**config.mk**
```make
export PLATFORM = sky130hd
export DESIGN_NAME = bsr_chain
export DESIGN_NICKNAME = d
export VERILOG_FILES = /design/src/rtl/bsr_pkg.sv /design/src/rtl/bsr_cell.sv /design/src/rtl/bsr_pad_mux.sv /design/src/rtl/bsr_chain.sv
export SDC_FILE = /design/constraint.sdc
export NUM_CORES = 1
export LEC_CHECK = 0
export BUFFER_PORTS_ARGS = -buffer_cell sky130_fd_sc_hd__buf_2
export CELL_PAD_IN_SITES_DETAIL_PLACEMENT = 1
export CELL_PAD_IN_SITES_GLOBAL_PLACEMENT = 1
export CORE_UTILIZATION = 34
export CTS_CLUSTER_SIZE = 25
export DETAILED_ROUTE_END_ITERATION = 8
export GPL_ROUTABILITY_DRIVEN = 0
export PLACE_DENSITY_LB_ADDON = 0.15
export SYNTH_ARGS = -nofsm -noshare
export SYNTH_HDL_FRONTEND = slang
export SYNTH_SLANG_ARGS = --single-unit
```
**constraint.sdc**
```tcl
create_clock -name tck -period 1.1 [get_ports tck]
set_clock_uncertainty 0.15 [all_clocks]
set_input_delay 0.165 -clock tck [delete_from_list [all_inputs] [get_ports tck]]
set_output_delay 0.165 -clock tck [all_outputs]
set_load 0.01 [all_outputs]
```
**src/rtl/bsr_pkg.sv**
```systemverilog
// Shared definitions for the boundary scan register.
// Assumes the instruction selects come from a decoded instruction register.
package bsr_pkg;

    typedef enum logic [1:0] {
        BSR_FUNC    = 2'd0,   // chain idle, direct path
        BSR_PRELOAD = 2'd1,   // chain active, direct path
        BSR_EXTEST  = 2'd2    // chain active, latches drive pads and core
    } bsr_mode_e;

    // External test wins if both selects are raised.
    function automatic bsr_mode_e bsr_decode(input logic extest, input logic preload);
        if (extest)       return BSR_EXTEST;
        else if (preload) return BSR_PRELOAD;
        else              return BSR_FUNC;
    endfunction

endpackage

```
**src/rtl/bsr_cell.sv**
```systemverilog
// One boundary scan cell: a shift stage and a separate update latch.
// Assumes capture has priority over shift; update is independent of both.
module bsr_cell (
    input  logic tck,
    input  logic tap_rst_n,
    input  logic cap_en,
    input  logic shift_en,
    input  logic upd_en,
    input  logic cap_val,
    input  logic ser_in,
    output logic ser_q,
    output logic upd_q
);

    // Shift stage: load pad value on capture, neighbour value on shift.
    always_ff @(posedge tck) begin
        if (!tap_rst_n)    ser_q <= 1'b0;
        else if (cap_en)   ser_q <= cap_val;
        else if (shift_en) ser_q <= ser_in;
    end

    // Update latch: copy shift stage only on the update strobe.
    always_ff @(posedge tck) begin
        if (!tap_rst_n)  upd_q <= 1'b0;
        else if (upd_en) upd_q <= ser_q;
    end

    // Latch keeps its value unless an update is requested.
    p_upd_hold_r5: assert property (@(posedge tck) disable iff (!tap_rst_n)
        !upd_en |=> $stable(upd_q));

    // A shift without capture moves the neighbour bit in.
    p_shift_move_r3: assert property (@(posedge tck) disable iff (!tap_rst_n)
        (shift_en && !cap_en) |=> (ser_q == $past(ser_in)));

endmodule

```
**src/rtl/bsr_pad_mux.sv**
```systemverilog
// Selects between the functional path and the update latches on both the
// pad side and the core side. Purely combinational.
module bsr_pad_mux
    import bsr_pkg::*;
#(
    parameter int N_IN  = 3,
    parameter int N_OUT = 4,
    parameter int N_OE  = 2
) (
    input  bsr_mode_e        mode,
    input  logic [N_IN-1:0]  pad_in,
    input  logic [N_OUT-1:0] core_out,
    input  logic [N_OE-1:0]  core_oe,
    input  logic [N_IN-1:0]  upd_in,
    input  logic [N_OUT-1:0] upd_out,
    input  logic [N_OE-1:0]  upd_oe,
    output logic [N_IN-1:0]  core_in,
    output logic [N_OUT-1:0] pad_out,
    output logic [N_OE-1:0]  pad_oe
);

    // Route latches in external test, otherwise pass straight through.
    always_comb begin
        if (mode == BSR_EXTEST) begin
            core_in = upd_in;
            pad_out = upd_out;
            pad_oe  = upd_oe;
        end else begin
            core_in = pad_in;
            pad_out = core_out;
            pad_oe  = core_oe;
        end
    end

endmodule

```
**src/rtl/bsr_chain.sv**
```systemverilog
// Boundary scan register top. Cell 0 is next to tdo. Input cells come first,
// then output cells, then one enable cell per output group.
// Assumes the strobes and selects are decoded from the TAP controller
// and are stable around the rising edge of tck. N_OUT is a multiple of N_OE.
module bsr_chain
    import bsr_pkg::*;
#(
    parameter int N_IN  = 3,
    parameter int N_OUT = 4,
    parameter int N_OE  = 2
) (
    input  logic             tck,
    input  logic             tap_rst_n,
    input  logic             tdi,
    input  logic             capture_dr,
    input  logic             shift_dr,
    input  logic             update_dr,
    input  logic             sel_preload,
    input  logic             sel_extest,
    output logic             tdo,
    input  logic [N_IN-1:0]  pad_in,
    output logic [N_IN-1:0]  core_in,
    input  logic [N_OUT-1:0] core_out,
    input  logic [N_OE-1:0]  core_oe,
    output logic [N_OUT-1:0] pad_out,
    output logic [N_OE-1:0]  pad_oe
);

    localparam int LEN    = N_IN + N_OUT + N_OE;
    localparam int OUT_LO = N_IN;
    localparam int OE_LO  = N_IN + N_OUT;

    bsr_mode_e        mode;
    logic             chain_act;
    logic [LEN-1:0]   cap_vec;
    logic [LEN-1:0]   chain;
    logic [LEN-1:0]   upd;

    // Mode decode; reset forces the direct path regardless of the selects.
    always_comb begin
        mode      = bsr_decode(sel_extest && tap_rst_n, sel_preload);
        chain_act = (mode != BSR_FUNC);
        cap_vec   = {pad_oe, pad_out, pad_in};
    end

    for (genvar i = 0; i < LEN; i++) begin : g_cell
        logic nxt;
        if (i == LEN - 1) begin : g_last
            assign nxt = tdi;
        end else begin : g_mid
            assign nxt = chain[i+1];
        end
        bsr_cell u_cell (
            .tck      (tck),
            .tap_rst_n(tap_rst_n),
            .cap_en   (capture_dr && chain_act),
            .shift_en (shift_dr && chain_act),
            .upd_en   (update_dr && chain_act),
            .cap_val  (cap_vec[i]),
            .ser_in   (nxt),
            .ser_q    (chain[i]),
            .upd_q    (upd[i])
        );
    end

    bsr_pad_mux #(.N_IN(N_IN), .N_OUT(N_OUT), .N_OE(N_OE)) u_mux (
        .mode    (mode),
        .pad_in  (pad_in),
        .core_out(core_out),
        .core_oe (core_oe),
        .upd_in  (upd[N_IN-1:0]),
        .upd_out (upd[OE_LO-1:OUT_LO]),
        .upd_oe  (upd[LEN-1:OE_LO]),
        .core_in (core_in),
        .pad_out (pad_out),
        .pad_oe  (pad_oe)
    );

    // Serial output retimed to the falling edge of tck.
    always_ff @(negedge tck) begin
        if (!tap_rst_n) tdo <= 1'b0;
        else            tdo <= chain[0];
    end

    // Reset clears every update latch.
    p_reset_clear_r1: assert property (@(posedge tck)
        !tap_rst_n |=> (upd == '0));

    // tdo presents stage 0 before each rising edge.
    p_tdo_stage0_r3: assert property (@(posedge tck) disable iff (!tap_rst_n)
        tdo == chain[0]);

    // Capture loads the input cells from the pads.
    p_capture_in_r2: assert property (@(posedge tck) disable iff (!tap_rst_n)
        (capture_dr && chain_act) |=> (chain[N_IN-1:0] == $past(pad_in)));

    // With no chain instruction, the chain does not move.
    p_idle_hold_r9: assert property (@(posedge tck) disable iff (!tap_rst_n)
        (!sel_preload && !sel_extest) |=> $stable(chain));

    // Outside external test, the pads follow the core.
    p_direct_pads_r6: assert property (@(posedge tck) disable iff (!tap_rst_n)
        !sel_extest |-> (pad_out == core_out && core_in == pad_in));

endmodule

```
==> run metrics, run 1 <==
status=complete, but fails checks; failing checks=design-rule violations, negative setup slack; Pre-Repair DR Iteration Count=6; most frequent cells in the layout=buf_2, nand2_1, buf_4; total number of vias=914; Post-Syn Nets=130; Final Hold Viols=0; first-pass GRT wire length=4060 µm; r2r setup slk=-90 ps; Yosys warning total=0; RSZ-0062 raised after global routing=yes; hold crit path type=input pin to flop; WS Path Type=flop to primary output; Clock Tree Buf Depth=2; Placed Cells=174; ANT nets after route=0; # rows=19; Pleak=0.000667 µW; H-tree depth=1; hpwl dp=1820 µm; crit-path cells=buf_6; total stage count of the critical path=1; sequential-to-total area share from yosys stat=0.365; crit start category=flop; Max-Cap Viols=0; WHS Path Cells=3; commonest non-fill, non-tap cell in the layout=buf_2; post-synthesis cell type count=22; Primary FF master, synth=dfxtp_1; family with the most delay on the worst path=flip-flops; CTS tree=built; final setup violation count=11; I/O Pins=27; Synth Instances=113; fin nets=170; die extent in x=57.3 µm; Remaining DRCs=2; Skew-Pair Late Insertion Delay=310 ps; routed wl met2=1170 µm; top routing layer used=met4; gr ovfl total=0; Async SR Flop Fraction=0; core footprint=2830 µm²; metal3 WL=70 µm; number of flops mapped to enable cells by yosys=0; Arr. time, crit path=1330 ps; DR vias/cell=4.99; synthesized area per cell=9.21 µm²; Routed WL per cell=13.5 µm; slowest cell on the critical path=dfxtp_2; Total GRT Usage=0.163; chip height=57.3 µm; Post-Route WL=2470 µm; 1st-iter DRT viols=4; TritonCTS Sinks=19; Layout Area Growth over Synthesis=31.6%; critical path buffer and inverter count=1; Die ar.=3290 µm²; crit-path max cell delay=310 ps; worst slew slack as a fraction of its limit=0.746; Root Buffer Master=clkbuf_4; Peak VDD IR=0.000501 V; largest net degree at the start of global routing=15; initial antenna violation count=0; final worst slack=-547 ps; input/output buffers=26; TritonCTS Buffers=3; Final Non-Filler Cells=183; vias in the first global route=902; share of cells above drive strength 1=0.539; hold_ws=15.5 ps; critical path endpoint category=primary output; initial core utilization=0.368; Reg clk slew, reported paths=130 ps; worst-path fanout max=1; pwr dens=1090 nW/µm²; Synth Register Bits=19; CP required=780 ps; Metal-1 WL=1200 µm; Worst-Margin Slew=381 ps; diode count=0; Mapped Area=1040 µm²; Final Instance Area=1370 µm²; max-slew violations=0; worst r2r path cells=2; placed cell areas=1260 µm²
## worst paths after layout
path                                 end              startpoint
hold / removal    g_cell[0].u_cell.upd_q               tap_rst_n
setup / recovery                     tdo                     tdo
hold reg to reg   g_cell[0].u_cell.upd_q  g_cell[0].u_cell.upd_q
setup reg to reg                     tdo  g_cell[0].u_cell.ser_q
## routing by layer
metal | track usage | up-vias
met1 | 0.207 | 432
met3 | 0.0204 | 3
li1 | - | 461
met2 | 0.281 | 18
met5 | 0 | -
met4 | 0.0627 | 0
## flip-flops by register name, summed over array words and instances, names as in the netlist
| name | flops |
|---|---|
| g_cell.u_cell.ser_q | 9 |
| g_cell.u_cell.upd_q | 9 |
| tdo | 1 |
## cells by family (layout without fill, tap and decap cells)
kind of cell / count (synthesis) / after routing / synth area share
and+or+nand+nor: 39 / 39 / 0.183
muxes: 18 / 18 / 0.177
DFF: 19 / 19 / 0.365
buffers and inverters: 21 / 60 / 0.117
AOI/OAI and AO/OA: 16 / 16 / 0.159
## cells in the mapped netlist, types with 2 or more instances
cell       count  area [µm²]
o211ai_2       6        75.1
mux2_2         3        33.8
nand2_1       22        82.6
o21ai_0        2        10.0
dfxtp_1       19         380
clkbuf_1       2        7.51
buf_4          7        52.6
nand2_4        3        33.8
o2bb2ai_1      2        17.5
mux2i_1       15         150
nand3_1       12        60.1
buf_6          2        22.5
inv_1          9        33.8
## where the power goes
group | leakage (µW) | internal (µW) | switching, µW
combinational | 0.000487 | 184 | 164
clock | 0.0000192 | 138 | 258
sequential | 0.000160 | 724 | 21.6
## layout make-up
| class | instances | area [µm²] |
|---|---|---|
| Multi-Input combinational cell | 73 | 561 |
| Clock inverter | 2 | 8.76 |
| Fill cell | 345 | 1460 |
| Tap cell | 31 | 38.8 |
| Timing Repair Buffer | 47 | 315 |
| Sequential cell | 19 | 394 |
| Clock buffer | 3 | 22.5 |
| Inverter | 8 | 30.0 |
## timing repair
action,CTS,global route
gates resized for setup,9,7
endpoints found under the hold margin,1,0
setup endpoints to repair,11,16
setup buffers,6,3
pin swaps,0,3
hold buffers,1,0
## stage by stage
step           setup slack (ps)  setup TNS, ps  total power (µW)  utilization
4_1_cts                    -548          -2640              1500        0.484
2_1_floorplan             -85.5           -635               970            -
5_1_grt                    -598          -3140              1570        0.484
3_5_place_dp               -213          -5050              1090        0.446
3_3_place_gp               -196          -4480              1080        0.446
6_report                   -547          -2650              1490        0.484
No activity file was read; power rests on OpenSTA's default activity.
==> run 2: changes to the inputs <==
BUFFER_PORTS_ARGS = -buffer_cell sky130_fd_sc_hd__buf_4   (was -buffer_cell sky130_fd_sc_hd__buf_2)
CORE_UTILIZATION = 40   (was 34)
clock period = 2 ns   (was 1.1 ns; I/O delays follow)
==> run metrics, run 2 (same netlist as run 1, synthesis figures left out) <==
H-tree depth=1; die extent in x=53.0 µm; crit-path cells=buf_6; 1st-iter DRT viols=10; final worst slack=-223 ps; final setup violation count=1; gr ovfl total=0; worst-path fanout max=1; critical path buffer and inverter count=1; WS Path Type=flop to primary output; fin nets=150; initial core utilization=0.420; share of cells above drive strength 1=0.348; Worst Setup SP=tdo; Routed WL per cell=14.3 µm; TritonCTS Buffers=3; worst reg2reg startpoint=g_cell[0].u_cell.ser_q; setup bufs post-CTS=0; # rows=18; commonest non-fill, non-tap cell in the layout=buf_4; Final Instance Area=1230 µm²; chip height=53.0 µm; hpwl dp=1740 µm; largest net degree at the start of global routing=20; placed cell areas=1190 µm²; most frequent cells in the layout=buf_4, nand2_1, dfxtp_1; hold crit path type=input pin to flop; total number of vias=857; DR vias/cell=5.29; failing checks=negative setup slack; ANT nets after route=0; Skew-Pair Late Insertion Delay=310 ps; overall power=777 µW; crit start category=flop; CTS tree=built; Remaining DRCs=0; initial antenna violation count=0; Pleak=0.000605 µW; Reg clk slew, reported paths=110 ps; Setup TNS=-223 ps; status=complete, but fails checks; max-slew violations=0; first-pass GRT wire length=3800 µm; pwr dens=633 nW/µm²; Pre-Repair DR Iteration Count=4; crit-path max cell delay=310 ps; Post-Route WL=2320 µm; input/output buffers=26; hold path startpoint=tdi; diode count=0; slowest cell on the critical path=dfxtp_2; worst slew slack as a fraction of its limit=0.646; Clock Tree Buf Depth=2; Arr. time, crit path=1770 ps; Worst-Margin Slew=531 ps; family with the most delay on the worst path=flip-flops; critical path endpoint category=primary output; I/O Pins=27; Die ar.=2810 µm²; Largest regs=g_cell.u_cell.ser_q (9), g_cell.u_cell.upd_q (9), tdo (1); Final Hold Viols=0; Root Buffer Master=clkbuf_4; core footprint=2480 µm²; vias in the first global route=800; CP required=1550 ps; Max-Cap Viols=0; TritonCTS Sinks=19; Layout Area Growth over Synthesis=17.8%; Peak VDD IR=0.000326 V; RSZ-0062 raised after global routing=yes; r2r setup slk=330 ps; Total GRT Usage=0.190; CTS Hold Buffers Added=0
run 2: changes by cell type in the layout (fill, tap and decap cells not counted), sizes merged:
cell and change:
buf -19, dlygate4sd3 -1
run 2: stage by stage:
step,hold WS [ps],utilization,worst slack (ps),instances
2_1_floorplan,286,-,219,113
3_3_place_gp,294,0.482,146,158
3_5_place_dp,317,0.482,137,158
4_1_cts,69.5,0.495,-229,162
5_1_grt,88.2,0.495,-250,162
6_report,74.8,0.495,-223,162
run 2: per-layer routing:
metal	wire (µm)	part of all wire	vias up	global-route usage
li1	-	-	419	-
met1	1110	0.48	413	0.251
met2	1090	0.47	21	0.306
met3	94	0.041	4	0.0345
met4	25	0.011	0	0.0658
met5	0	0	-	0
run 2: final timing paths:
check	to	cells past startpoint
worst max-delay path	tdo	1
worst min register to register	g_cell[5].u_cell.upd_q	2
worst max register to register	tdo	2
worst min-delay path	g_cell[8].u_cell.ser_q	3
run 2: layout make-up:
cell class / count / area, µm²
fill: 310 / 1250
multi-input combinational: 73 / 539
sequential: 19 / 382
timing repair buffer: 27 / 206
tap: 30 / 37.5
inverter: 8 / 30.0
clock buffer: 3 / 22.5
clock inverter: 2 / 8.76
run 2: what timing repair did:
action,4_1_cts,5_1_grt
setup endpoints to repair,1,1
resized for setup,2,0
pin swaps,0,0
run 2: where the power goes:
| part | switching [µW] | internal (µW) | total, µW |
|---|---|---|---|
| registers | 10.8 | 397 | 408 |
| logic | 80.9 | 77.9 | 159 |
| clock network | 134 | 76.1 | 210 |
